$ cat src/rtl/clkseq_pkg.sv
package clkseq_pkg;
  typedef enum logic [2:0] {
    ST_HOLD = 3'd0,
    ST_SOFT = 3'd1,
    ST_XTAL = 3'd2,
    ST_REFW = 3'd3,
    ST_FBW  = 3'd4,
    ST_CAL  = 3'd5,
    ST_RUN  = 3'd6
  } seq_state_e;
endpackage

$ cat src/rtl/clkseq_tick_counter.sv
module clkseq_tick_counter #(
  parameter int CW = 8
) (
  input  logic          clk_i,
  input  logic          rst_ni,
  input  logic          clr_i,
  input  logic          en_i,
  input  logic          tick_i,
  input  logic [CW-1:0] limit_i,
  output logic          hit_o
);
  logic [CW-1:0] cnt_q;

  // Terminal tick: the pulse that brings the count to the limit.
  assign hit_o = en_i && tick_i && (cnt_q == limit_i - 1'b1);

  always_ff @(posedge clk_i or negedge rst_ni) begin
    if (!rst_ni)             cnt_q <= '0;
    else if (clr_i)          cnt_q <= '0;
    else if (en_i && tick_i) cnt_q <= cnt_q + 1'b1;
  end

  // A finished window always restarts from zero.
  assert_wrap_R4: assert property (@(posedge clk_i) disable iff (!rst_ni)
    hit_o |=> cnt_q == '0);
endmodule

$ cat src/rtl/clkseq_fsm.sv
module clkseq_fsm
  import clkseq_pkg::*;
#(
  parameter int REF_TICKS = 65536,
  parameter int FB_TICKS  = 65536,
  parameter int CAL_TICKS = 131072,
  parameter int CW        = 18
) (
  input  logic          clk_i,
  input  logic          rst_ni,
  input  logic          hold_i,
  input  logic          reg_rst_i,
  input  logic          xtal_sel_i,
  input  logic          xtal_ok_i,
  input  logic          hit_i,
  output seq_state_e    state_o,
  output logic          run_next_o,
  output logic          cnt_clr_o,
  output logic          cnt_en_o,
  output logic          use_fb_o,
  output logic [CW-1:0] limit_o,
  output logic          load_o,
  output logic          cal_start_o
);
  seq_state_e state_q, state_d;

  always_comb begin
    state_d = state_q;
    if (hold_i) begin
      state_d = ST_HOLD;
    end else if (state_q == ST_HOLD) begin
      state_d = reg_rst_i ? ST_SOFT : ST_XTAL;
    end else if (reg_rst_i) begin
      state_d = ST_SOFT;
    end else begin
      unique case (state_q)
        ST_SOFT: state_d = ST_XTAL;
        ST_XTAL: if (!xtal_sel_i || xtal_ok_i) state_d = ST_REFW;
        ST_REFW: if (hit_i) state_d = ST_FBW;
        ST_FBW:  if (hit_i) state_d = ST_CAL;
        ST_CAL:  if (hit_i) state_d = ST_RUN;
        default: state_d = state_q;
      endcase
    end
  end

  always_comb begin
    unique case (state_q)
      ST_REFW: limit_o = CW'(REF_TICKS);
      ST_FBW:  limit_o = CW'(FB_TICKS);
      ST_CAL:  limit_o = CW'(CAL_TICKS);
      default: limit_o = '1;
    endcase
  end

  assign cnt_en_o   = (state_q == ST_REFW) || (state_q == ST_FBW) || (state_q == ST_CAL);
  assign use_fb_o   = (state_q == ST_FBW);
  assign cnt_clr_o  = (state_d != state_q);
  assign run_next_o = (state_d == ST_RUN);
  assign state_o    = state_q;

  always_ff @(posedge clk_i or negedge rst_ni) begin
    if (!rst_ni) begin
      state_q     <= ST_HOLD;
      load_o      <= 1'b0;
      cal_start_o <= 1'b0;
    end else begin
      state_q     <= state_d;
      load_o      <= (state_q == ST_HOLD) && (state_d != ST_HOLD);
      cal_start_o <= (state_d == ST_CAL) && (state_q != ST_CAL);
    end
  end

  assert_hold_R1: assert property (@(posedge clk_i) disable iff (!rst_ni)
    hold_i |=> state_q == ST_HOLD);
  assert_load_single_R2: assert property (@(posedge clk_i) disable iff (!rst_ni)
    load_o |=> !load_o);
  assert_cal_first_R6: assert property (@(posedge clk_i) disable iff (!rst_ni)
    cal_start_o |-> (state_q == ST_CAL) && ($past(state_q) != ST_CAL));
  assert_soft_keep_R9: assert property (@(posedge clk_i) disable iff (!rst_ni)
    (state_q == ST_SOFT && !hold_i) |=> !load_o);
endmodule

$ cat src/rtl/clkseq_lock_timer.sv
module clkseq_lock_timer #(
  parameter int LOCK_TICKS = 2305,
  parameter int LW         = 12
) (
  input  logic clk_i,
  input  logic rst_ni,
  input  logic run_i,
  input  logic run_next_i,
  input  logic tick_i,
  input  logic det_i,
  output logic lock_o
);
  logic [LW-1:0] cnt_q;
  logic          waited_q;

  always_ff @(posedge clk_i or negedge rst_ni) begin
    if (!rst_ni) begin
      cnt_q    <= '0;
      waited_q <= 1'b0;
      lock_o   <= 1'b0;
    end else begin
      if (!run_i) begin
        cnt_q    <= '0;
        waited_q <= 1'b0;
      end else if (tick_i && !waited_q) begin
        if (cnt_q == LW'(LOCK_TICKS - 1)) waited_q <= 1'b1;
        else                              cnt_q    <= cnt_q + 1'b1;
      end
      lock_o <= run_next_i && waited_q && det_i;
    end
  end

  assert_lock_needs_run_R8: assert property (@(posedge clk_i) disable iff (!rst_ni)
    lock_o |-> run_i);
endmodule

$ cat src/rtl/clkgen_pwrup_seq.sv
module clkgen_pwrup_seq
  import clkseq_pkg::*;
#(
  parameter int REF_TICKS  = 65536,
  parameter int FB_TICKS   = 65536,
  parameter int CAL_TICKS  = 131072,
  parameter int LOCK_TICKS = 2305
) (
  input  logic       clk_i,
  input  logic       rst_ni,
  input  logic       pwr_good_i,
  input  logic       xtal_sel_i,
  input  logic       xtal_ok_i,
  input  logic       reset_pin_ni,
  input  logic       pdn_ni,
  input  logic       reg_rst_i,
  input  logic       ref_tick_i,
  input  logic       fb_tick_i,
  input  logic       lock_det_i,
  output logic [2:0] state_o,
  output logic       load_defaults_o,
  output logic       cal_start_o,
  output logic       out_en_o,
  output logic       lock_o
);
  localparam int MAX_AB = (REF_TICKS > FB_TICKS) ? REF_TICKS : FB_TICKS;
  localparam int MAX_T  = (MAX_AB > CAL_TICKS) ? MAX_AB : CAL_TICKS;
  localparam int CW     = $clog2(MAX_T + 1);
  localparam int LW     = $clog2(LOCK_TICKS + 1);

  seq_state_e    state;
  logic          hold, hit, cnt_clr, cnt_en, use_fb, run_next, run_q;
  logic [CW-1:0] limit;

  assign hold = !pwr_good_i || !reset_pin_ni || !pdn_ni;

  clkseq_fsm #(
    .REF_TICKS(REF_TICKS), .FB_TICKS(FB_TICKS), .CAL_TICKS(CAL_TICKS), .CW(CW)
  ) u_fsm (
    .clk_i(clk_i), .rst_ni(rst_ni), .hold_i(hold), .reg_rst_i(reg_rst_i),
    .xtal_sel_i(xtal_sel_i), .xtal_ok_i(xtal_ok_i), .hit_i(hit),
    .state_o(state), .run_next_o(run_next), .cnt_clr_o(cnt_clr),
    .cnt_en_o(cnt_en), .use_fb_o(use_fb), .limit_o(limit),
    .load_o(load_defaults_o), .cal_start_o(cal_start_o)
  );

  clkseq_tick_counter #(.CW(CW)) u_cnt (
    .clk_i(clk_i), .rst_ni(rst_ni), .clr_i(cnt_clr), .en_i(cnt_en),
    .tick_i(use_fb ? fb_tick_i : ref_tick_i), .limit_i(limit), .hit_o(hit)
  );

  assign run_q = (state == ST_RUN);

  clkseq_lock_timer #(.LOCK_TICKS(LOCK_TICKS), .LW(LW)) u_lock (
    .clk_i(clk_i), .rst_ni(rst_ni), .run_i(run_q), .run_next_i(run_next),
    .tick_i(ref_tick_i), .det_i(lock_det_i), .lock_o(lock_o)
  );

  assign state_o  = state;
  assign out_en_o = run_q;

  assert_lock_outen_R8: assert property (@(posedge clk_i) disable iff (!rst_ni)
    lock_o |-> out_en_o);
  assert_cal_dark_R6: assert property (@(posedge clk_i) disable iff (!rst_ni)
    cal_start_o |-> !out_en_o);
endmodule

$ cat config.mk
export PLATFORM = sky130hd
export DESIGN_NAME = clkgen_pwrup_seq
export DESIGN_NICKNAME = d
export VERILOG_FILES = /design/src/rtl/clkseq_pkg.sv /design/src/rtl/clkseq_tick_counter.sv /design/src/rtl/clkseq_fsm.sv /design/src/rtl/clkseq_lock_timer.sv /design/src/rtl/clkgen_pwrup_seq.sv
export SDC_FILE = /design/constraint.sdc
export NUM_CORES = 1
export LEC_CHECK = 0
export BUFFER_PORTS_ARGS = -buffer_cell sky130_fd_sc_hd__buf_2
export CORE_MARGIN = 5
export CORE_UTILIZATION = 65
export DETAILED_ROUTE_END_ITERATION = 8
export HOLD_SLACK_MARGIN = 0.05
export MAX_ROUTING_LAYER = met4
export PLACE_DENSITY_LB_ADDON = 0.2
export RECOVER_POWER = 25
export SLEW_MARGIN = 20
export SYNTH_ARGS = -nofsm -noshare
export SYNTH_HDL_FRONTEND = slang
export SYNTH_HIERARCHICAL = 1
export SYNTH_SLANG_ARGS = --single-unit
export TNS_END_PERCENT = 50
$ cat constraint.sdc
create_clock -name clk_i -period 7.6 [get_ports clk_i]
set_clock_uncertainty 0.05 [all_clocks]
set_input_delay 0.76 -clock clk_i [delete_from_list [all_inputs] [get_ports clk_i]]
set_output_delay 0.76 -clock clk_i [all_outputs]
set_load 0.05 [all_outputs]
# Word level (Yosys, flattened, before mapping)
# Cells that the tools add are included.
# totals
inputBits	11
out_inout_bits	7
reg_bits	37
elab_cells	67
# classes
n_eq_ne	15
reduce_logical	23
mux	19
addsub	3
# op_table
operator	n
12-bit two-way mux	3
18-bit two-way mux	2
18-bit case mux with 2 select lines	1
3-bit two-way mux	7
18-bit by 1-bit adder with 18-bit output, second input constant	1
18-bit equality test	1
18-bit by 1-bit subtractor with 18-bit output, second input constant	1
3-bit equality test, second input constant	5
3-bit case mux with 5 select lines	1
12-bit by 1-bit adder with 12-bit output, second input constant	1
12-bit equality test, second input constant	1
1-bit logical AND	7
3-bit by 2-bit equality test with 1-bit output, second input constant	2
2-bit inequality test, second input constant	3
1-bit zero test	5
1-bit logical OR	5
1-bit two-way mux	4
2-bit AND reduction	2
3-bit by 1-bit equality test with 1-bit output, second input constant	1
3-bit zero test	1
3-bit inequality test	1
3-bit inequality test, second input constant	1
3-bit nonzero test	1
2-bit two-way mux	1
2 further kinds	2

# Depth between registers and ports, before layout
# Gate-level depths: netlist of the first run.
# logic_depth
ltp_word	14
depth_mapped	22
mapped_depth_nobuf	17

# Hierarchy
# Netlist of the first run, hierarchy kept.
# by_module_without_submodules
module	n_inst	seq_area_each_um2	cells_each	area_each_um2
clkseq_tick_counter	1	450.4	200	1599.0
clkseq_lock_timer	1	350.3	82	813.3
clkseq_fsm	1	125.1	59	485.5
clkgen_pwrup_seq	1	0.0	3	28.8

# Worst setup path after synthesis of the first run
# No wires, ideal clock.
# synth_timing
path_type	reg-to-reg
startpoint	register u_fsm.state_q[0], in the netlist u_fsm/state_o[0]
endpoint	register u_cnt.cnt_q[10]
path_stages_with_launch	22
setup_ns	0.132
arrival_time_ns	4.952
required_time_ns	7.418
period_less_slack_ns	5.134
setup_slack_ns	2.466
n_path_buf	5
cell_sequence	dfrtp_1 > buf_6 > nand2_1 > o21ai_0 > inv_1 > buf_4 > inv_1 > ha_1 > buf_2 > or4b_4 > or4_1 > a211oi_2 > a211o_1 > nand4_1 > nor4_2 > and2b_1 > o211ai_2 > a221o_1 > o311ai_1 > buf_1 > clkbuf_1 > nor2_1
# synth_between
word_cells_on_any_way	26
cone_classes	1 x add/sub; 7 x eq/ne; 11 x mux; 7 x reduce/logical
# synth_lines
item	line_no	rtl
start, declared	clkseq_fsm.sv:25	seq_state_e state_q, state_d;
start signal, assigned	clkseq_fsm.sv:68	state_q <= state_d;
3-bit by 2-bit equality test with 1-bit output / 3-bit equality test (equally long branches)	clkseq_fsm.sv:56	assign cnt_en_o = (state_q == ST_REFW) || (state_q == ST_FBW) || (state_q == ST_CAL);
1-bit logical OR	clkseq_fsm.sv:56	
1-bit logical OR *	clkseq_fsm.sv:56	
via cnt_en	clkgen_pwrup_seq.sv:32	logic hold, hit, cnt_clr, cnt_en, use_fb, run_next, run_q;
1-bit logical AND * (2 in a row)	clkseq_tick_counter.sv:15	assign hit_o = en_i && tick_i && (cnt_q == limit_i - 1'b1);
via hit	clkgen_pwrup_seq.sv:32	
3-bit two-way mux (on tied branches)	clkseq_fsm.sv:41, clkseq_fsm.sv:39, clkseq_fsm.sv:40	
3-bit case mux with 5 select lines *	clkseq_fsm.sv:36	unique case (state_q)
3-bit two-way mux *	clkseq_fsm.sv:33	end else if (reg_rst_i) begin
3-bit two-way mux *	clkseq_fsm.sv:31	end else if (state_q == ST_HOLD) begin
3-bit two-way mux *	clkseq_fsm.sv:29	if (hold_i) begin
3-bit inequality test *	clkseq_fsm.sv:58	assign cnt_clr_o = (state_d != state_q);
via cnt_clr	clkgen_pwrup_seq.sv:32	
18-bit two-way mux / 2-bit nonzero test (equally long branches)	--	
end signal, assigned	clkseq_tick_counter.sv:20	else if (en_i && tick_i) cnt_q <= cnt_q + 1'b1;
end, declared	clkseq_tick_counter.sv:12	logic [CW-1:0] cnt_q;
# Mark *: on every way through the listed nets, which the timed path passes. The rest lies on a longest branch.
# A chain may end at the register's enable or synchronous reset.

# Final worst setup path of the first run
# layout_timing
startpoint	register u_fsm.state_q[0], in the netlist u_fsm/state_o[0]
endpoint	register u_cnt.cnt_q[11]
# The elaborated chain is that of the path after synthesis.

==> results of run 1 <==
==> cells by family after synthesis <==
family	synth area share [%]
AND/OR/NAND/NOR	31.04
AO/OA/AOI/OAI	14.49
buffers and inverters	8.379
flip-flops	31.64
XOR/XNOR	10.18
multiplexers	2.565
adder cells (fa/ha/maj)	1.710
==> power by group through the flow <==
stage	logic, uW	clock network, uW	registers, uW
6_report	19.2	141	198
5_1_grt	21.5	157	199
4_1_cts	19.6	147	198
3_5_place_dp	19.7	0	202
3_3_place_gp	19.2	0	202
2_1_floorplan	9.18	0	203
==> worst max-delay path, cell delays in order, from the launching register on <==
cell and delay [ps]:
dfrtp_1 620, nand2_1 120, o21ai_0 300, inv_2 190, buf_4 360, inv_1 130
ha_1 330, nor4b_1 650, nand4b_1 340, xnor2_1 210, o221ai_1 180, a21oi_1 110
nor4_2 420, and2b_1 210, o211ai_2 90, a221o_1 390, o311ai_2 70, buf_4 270
nor2_1 70
==> placed cells by master (no fill, tap or decap), types with 4 or more instances in the layout <==
cell and count:
a21oi_1 17, and2_1 4, and3_1 7, buf_2 16, clkbuf_8 5, dfrtp_1 37
ha_1 4, inv_1 11, mux2i_1 6, nand2_1 27, nand2b_1 5, nand3_1 19
nand3b_1 5, nand4_1 5, nor2_1 35, nor3_1 11, nor4_1 4, nor4b_1 7
o21ai_0 10, o31ai_1 6, or3_1 5, or4_1 5, xnor2_1 13, xor2_1 21
==> sequential cells by signal (all words and copies together), names as in the netlist <==
name,cells
u_fsm/cal_start_o,1
u_cnt/cnt_q,18
u_lock/lock_o,1
u_fsm/load_o,1
u_lock/cnt_q,12
u_fsm/state_o,3
u_lock/waited_q,1
==> metal layers <==
layer  wire [microns]  share of wire (%)  track usage, %
met5                0                  0               -
met4               40               0.70           5.155
met3              153                2.7           3.279
met2             2871                 50           34.89
met1             2676                 47           27.19
==> metrics by stage <==
stage,total power [uW],setup WS [ps],instances
floorplan,212.6,2466,344
finish,358.8,2368,395
CTS,365.1,2365,395
detailed placement,221.9,2392,387
global placement,221.3,2600,387
global route,376.5,1807,395
==> area by class of cell <==
type	count	area [sq um]	area share (%)
clock inverter	3	21.27	0.7092
multi-input combinational	264	1763	58.78
inverter	15	56.30	1.877
tap	52	65.06	2.169
sequential	37	925.9	30.87
clock buffer	5	68.82	2.295
timing repair buffer	19	98.84	3.296
==> how the worst min path moves through the flow <==
stage                      from                to  slack, ps
2_1_floorplan            rst_ni    u_cnt/cnt_q[0]        410
3_3_place_gp   u_lock/cnt_q[11]  u_lock/cnt_q[11]        500
3_5_place_dp   u_lock/cnt_q[11]  u_lock/cnt_q[11]        510
4_1_cts        u_lock/cnt_q[11]  u_lock/cnt_q[11]        520
5_1_grt        u_lock/cnt_q[11]  u_lock/cnt_q[11]        550
6_report       u_lock/cnt_q[11]  u_lock/cnt_q[11]        530
==> metrics.yaml, run 1 <==
intPower_uw: 268.2
crit_path_end: "u_cnt/cnt_q[11]"
cts_inserted_buffers: 5
die-area_sq_um: 5944
antenna_found_initial: 0
synth_cell_types: 62
leakage_uw: 0.001251
seqPwrFrac_pct: 55.3
synth_top_cell_area_share_pct: 31.64
placed_cell_area_sq_um: 2910
r2r_slack_ps: 2370
cts_root_buffer: "clkbuf_8"
vias: 2383
critical_path_arrival_ps: 5360
maxSlewViolCount: 38
syn-num-nets: 359
path_clk_slew_ps: 80
cts_sinks: 37
seq_area_frac_synth_pct: 31.64
area_growth_pct: 2.480
initial_core_util_pct: 67.21
cts_tree: "done"
power_switching_uw: 90.63
synth-edff-count: 0
yosys_warnings: 6
antenna_left: 0
critPathKind: "reg2reg"
reg2reg_from: "u_fsm/state_o[0]"
firstDrtPassIters: 4
num_antenna_cells: 0
wl_per_cell_microns: 14.54
hpwl_mm: 4.148
synth_common_cells: "dfrtp_1, nor2_1, nand2_1"
drt_first_iter_violations: 118
ir_drop_mv: 0.09400
startpoint_type: "register"
clockBufferDepth: 2
synth_most_common_cell: "dfrtp_1"
rsz0062_at_grt: "no"
io_pins: 18
synth_area_leaders: "dfrtp_1, xor2_1, nor2_1"
end_kind: "register"
yosys.area.top_type: "dfrtp_1"
setup_tns_ps: 0
path_max_fanout: 67
syn_area_per_cell_sq_um: 8.507
r2r_end: "u_cnt/cnt_q[11]"
final_hold_viol_count: 0
worstHoldPathCells: 2
period_needed_ps: 5232
fillCellCount: 354
hold_slack_ps: 526.6
rows: 24
synthCells: 344
tightest_slew_ps: 1986
synthFlopType: "dfrtp_1"
grt-ovfl-total: 0
drive_gt1_share_pct: 11.95
p_per_area_nw_per_um2: 119.6
critPathRequiredTime_ps: 7730
violations: "capacitance limit, slew limit"
insertion_delay_ps: 290
fin_nets: 357
startpoint: "u_fsm/state_o[0]"
track_usage_pct: 21.10
maxSlewHeadroom_pct: -32.37
setup_viol: 0
cts.hold.buffers_added: 0
h-tree-depth: 2
drt-vias-per-instance: 6.033
portBuffers: 17
core_area_sq_um: 4354
status: "finished with violations"
grt_pass1_vias: 2202
gp_congestion: 0.8241
die_x_microns: 77.10
final_area_sq_um: 2999
postCtsResizedCells: 0
p_comb_share_pct: 5.3
grt_pass1_wl_mm: 10.28
grt_max_degree: 68
maxCapViolations: 1
syn_area_sq_um: 2927
postRouteWirelength_mm: 5.742
cts_setup_buffers: 0
swShare_pct: 25.26
p_clk_share_pct: 39.4
holdCritPathClass: "reg2reg"
drc_errors: 0
rr_worst_depth: 18
min_period_over_period_pct: 68.85
fin_util_pct: 68.88
fp.dieH_microns: 77.10
synth-seq-cells: 37
synthArstFlopShare_pct: 100.0
max_freq_mhz: 191.1
No activity file was read; power rests on OpenSTA's default activity.
==> run 2: changes to the inputs <==
Settings changed: CORE_UTILIZATION 65 to 61.
Clock period 7.6 ns to 4.85 ns, I/O delays scaled along.
==> run 2 against run 1 <==
  * The run still ends with capacitance limit, slew limit left
  * Total power increased by 83%
  * Sequential power is 57% higher
  * Non-clock buffer count increased by 6
  * Flip-flop and latch count is the same
  * Critical path type unchanged
  * Clock power grew 120%
==> metrics.yaml, run 2 (same netlist as run 1, synthesis figures left out) <==
status: "finished with violations"
violations: "capacitance limit, slew limit"
h-tree-depth: 2  # unchanged
cts.hold.buffers_added: 0  # unchanged
end_kind: "register"
maxCapViolations: 1  # unchanged
maxSlewHeadroom_pct: -34.23  # -1.9 points
wl_per_cell_microns: 14.17  # -2.5%
fin_util_pct: 66.29  # -2.6 points
min_period_over_period_pct: 91.98  # +23 points
cpPeakStageDelay_ps: 520  # -130 ps
drc_errors: 0  # unchanged
num_antenna_cells: 0  # unchanged
postRouteWirelength_mm: 5.712  # -0.52%
rows: 25  # +4.2%
path_max_fanout: 18  # -73%
p_per_area_nw_per_um2: 210.9  # +76%
critical_path_arrival_ps: 4550  # -810 ps
rsz0062_at_grt: "no"
dp_cells: 395  # +2.1%
final_area_sq_um: 3110  # +3.7%
setup_tns_ps: 0  # unchanged
ir_drop_mv: 0.1964  # +110%
startpoint_type: "register"
insertion_delay_ps: 290  # about the same
path_clk_slew_ps: 70  # about the same
grt-ovfl-total: 0  # unchanged
io_pins: 18  # unchanged
firstDrtPassIters: 4  # unchanged
setup_viol: 0  # unchanged
cts_root_buffer: "clkbuf_8"
grt_pass1_wl_mm: 10.17  # -1.1%
drt-vias-per-instance: 5.980  # -0.87%
fin_nets: 363  # +1.7%
die-area_sq_um: 6283  # +5.7%
path_cells: "nand2_1, o21ai_0, inv_2, inv_1, ha_1, or4b_4, or4_1, a211oi_2, a211o_1, nand4_1, nor4_2, buf_4, and2b_1, o211ai_2, a221o_1, o311ai_4, nor2_1"
clockBufferDepth: 2  # unchanged
initial_core_util_pct: 62.37  # -4.8 points
cts_sinks: 37  # unchanged
period_needed_ps: 4461  # -771.3 ps
top_register: "u_cnt/cnt_q"
critPathRequiredTime_ps: 4940  # -2790 ps
finalNonFillerCells: 403  # +2.0%
vias: 2410  # +1.1%
tightest_slew_ps: 2013  # +27.92 ps
grt_max_degree: 38  # -44%
max_freq_mhz: 224.2  # +17%
portBuffers: 17  # unchanged
placed_cell_area_sq_um: 2972  # +2.1%
track_usage_pct: 20.67  # -0.44 points
largest_reg_flops: 18  # unchanged
cts_inserted_buffers: 5  # unchanged
antenna_found_initial: 0  # unchanged
hpwl_mm: 4.121  # -0.63%
drive_gt1_share_pct: 14.61  # +2.7 points
area_growth_pct: 6.285
crit_path_top_delay_cell: "dfrtp_2"
mostFrequentLayoutCell: "nor2_1"
cts_tree: "done"
drt_first_iter_violations: 115  # -2.5%
fillCellCount: 396  # +12%
maxSlewViolCount: 38  # unchanged
fp.dieH_microns: 79.27  # +2.8%
final_hold_viol_count: 0  # unchanged
die_x_microns: 79.27  # +2.8%
final_cell_mix: "nor2_1, dfrtp_1, nand2_1, xor2_1, nand3_1"
grt_pass1_vias: 2282  # +3.6%
gp_congestion: 0.8056  # -2.2%
holdCritPathClass: "in2reg"
critPathKind: "reg2reg"
antenna_left: 0  # unchanged
core_area_sq_um: 4692  # +7.8%
leakage_uw: 0.001303  # +4.2%
==> run 2: changes by cell type in the layout (fill, tap and decap cells not counted), moves of 2 or more <==
cell	before	now
dfrtp_1	37	34
bufinv_16	0	2
buf_4	2	8
dfrtp_2	0	3
==> run 2: stage by stage <==
step / total power [uW] / setup slack, ps / hold WS (ps)
2_1_floorplan: 333.5 / 33.82 / 139.4
3_3_place_gp: 346.3 / 357.7 / 488.8
3_5_place_dp: 347.8 / 409.3 / 508.8
4_1_cts: 669.1 / 381.5 / 247.4
5_1_grt: 683.8 / 45.32 / 381.4
6_report: 656.1 / 388.9 / 369.4
==> run 2: routing by layer <==
layer | wire length (microns) | share of wire [%] | global-route usage [%] | vias to the layer above
li1 | - | - | - | 1237
met1 | 2697 | 47 | 26.04 | 1118
met2 | 2759 | 48 | 34.01 | 46
met3 | 172 | 3.0 | 3.061 | 9
met4 | 82 | 1.4 | 7.216 | 0
met5 | 0 | 0 | - | -
==> run 2: worst paths after layout <==
| path | startpoint | to | slack (ps) | cells after the start |
|---|---|---|---|---|
| min reg2reg | u_cnt/cnt_q[17] | u_cnt/cnt_q[17] | 520 | 2 |
| max | u_fsm/state_o[0] | u_cnt/cnt_q[8] | 390 | 17 |
| min in group asynchronous | rst_ni | u_lock/cnt_q[5] | 710 | 1 |
| min | reg_rst_i | u_fsm/state_o[2] | 370 | 2 |
| max reg2reg | u_fsm/state_o[0] | u_cnt/cnt_q[8] | 390 | 17 |
| max in group asynchronous | rst_ni | u_fsm/state_o[2] | 2740 | 1 |
==> run 2: critical path, delay by kind of cell, from the launching register on <==
kind,cells,cell delay (ps)
buffers and inverters,3,460
adders and majority gates,1,160
DFF,1,520
AOI/OAI and AO/OA,6,1360
and+or+nand+nor,7,1750
==> run 2: what timing repair did <==
item,4_1_cts,5_1_grt
hold endpoints to repair,0,0
resized for setup,0,1
setup buffers,0,0
setup endpoints to repair,0,10
==> run 2: layout make-up <==
class                   instances  area [sq um]  area share (%)
multi-input cells             264          1779           57.20
flip-flops and latches         37         929.6           29.89
repair buffers                 25         143.9           4.626
clock buffers                   5         68.82           2.212
well taps                      54         67.56           2.172
clock inverters                 3         65.06           2.092
inverters                      15         56.30           1.810
==> run 2: report_power, final <==
group / internal [uW] / switching [uW]
combinational: 8.94 / 21.3
clock: 204 / 111
sequential: 309 / 1.87
==> run 3: changes to the inputs <==
Settings changed: CORE_ASPECT_RATIO from default to 1.5.
==> run 3 against run 2 <==
  * The run still ends with capacitance limit, slew limit left
  * Register-to-register slack improved by 60 ps
  * Final cell count increased by 2.7%
  * Sequential share of layout area increased by 0.38 points
  * Sequential power about the same
  * Non-clock buffer count unchanged
  * Design area decreased by 1.2%
  * First-iteration DRC count decreased by 17%
  * Combinational power about the same
  * Critical path depth unchanged
==> metrics.yaml, run 3 (same netlist as run 1, synthesis figures left out) <==
status: "finished with violations"
violations: "capacitance limit, slew limit"
tightest_slew_ps: 1960  # -53.09 ps
startpoint: "u_fsm/state_o[0]"
maxSlewViolCount: 38  # unchanged
setup_viol: 0  # unchanged
drt-vias-per-instance: 5.973  # -0.11%
clockBufferDepth: 2  # unchanged
ir_drop_mv: 0.1583  # -19%
final_cell_mix: "nor2_1, dfrtp_1, nand2_1, xor2_1, nand3_1"
layout_setup_ws_ps: 453.0  # +64.12 ps
cts.hold.buffers_added: 0  # unchanged
rows: 31  # +24%
cts_tree: "done"
die-area_sq_um: 6311  # +0.45%
h-tree-depth: 2  # unchanged
cts_sinks: 37  # unchanged
path_cells: "nand2_1, o21ai_0, inv_2, inv_1, ha_1, or4b_4, or4_1, a211oi_2, a211o_1, nand4_1, nor4_2, buf_4, and2b_1, o211ai_2, a221o_1, o311ai_4, nor2_1"
antenna_left: 0  # unchanged
grt-ovfl-total: 0  # unchanged
insertion_delay_ps: 280  # about the same
area_growth_pct: 4.960
maxCapViolations: 1  # unchanged
grt_max_degree: 38  # unchanged
setup_tns_ps: 0  # unchanged
maxSlewHeadroom_pct: -30.69  # +3.5 points
fp.dieH_microns: 94.83  # +20%
max_freq_mhz: 227.4  # +1.5%
antenna_found_initial: 0  # unchanged
leakage_uw: 0.001279  # -1.8%
largest_reg_flops: 18  # unchanged
fin_util_pct: 64.91  # -1.4 points
rsz0062_at_grt: "no"
die_x_microns: 66.56  # -16%
grt_pass1_vias: 2348  # +2.9%
drc_errors: 0  # unchanged
portBuffers: 17  # unchanged
io_pins: 18  # unchanged
critPathKind: "reg2reg"
path_clk_slew_ps: 70  # about the same
critPathRequiredTime_ps: 4930  # about the same
grt_pass1_wl_mm: 10.56  # +3.9%
end_kind: "register"
min_from: "reg_rst_i"
vias: 2473  # +2.6%
wl_per_cell_microns: 14.58  # +2.8%
postRouteWirelength_mm: 6.035  # +5.7%
critical_path_arrival_ps: 4480  # -70 ps
gp_congestion: 0.8377  # +4.0%
holdCritPathClass: "in2reg"
final_hold_viol_count: 0  # unchanged
cpPeakStageDelay_ps: 510  # about the same
finalNonFillerCells: 414  # +2.7%
min_period_over_period_pct: 90.66  # -1.3 points
num_antenna_cells: 0  # unchanged
placed_cell_area_sq_um: 2987  # +0.51%
drive_gt1_share_pct: 13.79  # -0.82 points
reg2reg_from: "u_fsm/state_o[0]"
post-place-ws_ps: 442.3  # +32.96 ps
mostFrequentLayoutCell: "nor2_1"
hpwl_mm: 4.549  # +10%
track_usage_pct: 22.11  # +1.4 points
drt_first_iter_violations: 95  # -17%
cts_root_buffer: "clkbuf_8"
crit_path_top_delay_cell: "dfrtp_2"
top_register: "u_cnt/cnt_q"
dp_cells: 407  # +3.0%
final_area_sq_um: 3072  # -1.2%
firstDrtPassIters: 4  # unchanged
initial_core_util_pct: 61.85  # -0.53 points
core_area_sq_um: 4732  # +0.85%
cts_setup_buffers: 0  # unchanged
postCtsResizedCells: 0  # unchanged
startpoint_type: "register"
path_max_fanout: 18  # unchanged
cts_inserted_buffers: 5  # unchanged
period_needed_ps: 4397  # -64.12 ps
p_per_area_nw_per_um2: 181.0  # -14%
fin_nets: 363  # unchanged
[run 3: changes by cell type in the layout (fill, tap and decap cells not counted), sizes merged]
cell / before / now
bufinv: 2 / 0
clkinv: 4 / 3
clkbuf: 6 / 8
[run 3: layout make-up]
cell class / instances / area, sq um
sequential: 37 / 929.6
clock buffer: 7 / 86.33
fill: 437 / 1660
timing repair buffer: 25 / 143.9
tap: 66 / 82.58
inverter: 15 / 56.30
multi-input combinational: 264 / 1773
[run 3: stage by stage]
step	hold slack [ps]	power, uW
final	382.3	556.0
after global routing	370.5	580.4
after CTS	267.1	564.6
after detailed placement	510.5	347.9
after global placement	487.8	346.0
after floorplan	139.4	333.5
[run 3: power by group]
part,switching (uW),internal (uW),total (uW),leakage [uW]
sequential,1.80,309,311,0.000511
clock,102,113,215,0.0000443
combinational,21.1,8.95,30.1,0.000724
[run 3: final timing paths]
path / endpoint / slack (ps) / depth (start not counted)
setup reg to reg: u_cnt/cnt_q[8] / 450 / 17
min in group asynchronous: u_cnt/cnt_q[11] / 690 / 1
setup / recovery: u_cnt/cnt_q[8] / 450 / 17
hold / removal: u_fsm/state_o[2] / 380 / 2
max in group asynchronous: u_fsm/state_o[0] / 2790 / 1
hold reg to reg: u_cnt/cnt_q[17] / 530 / 2
[run 3: metal layers]
metal  up-vias  GRT usage [%]  part of all wire (%)
met2        41          38.58                    55
met4         0          10.51                   3.0
met1      1174          24.02                    40
met5         -              -                     0
met3        17          3.571                   2.0
li1       1241              -                     -
[run 3: worst max-delay path, delay by kind of cell (launching register included)]
kind,cells,cell delay [ps]
fa+ha+maj,1,150
simple gates,7,1700
flops,1,510
buf+inv,3,470
compound gates,6,1350
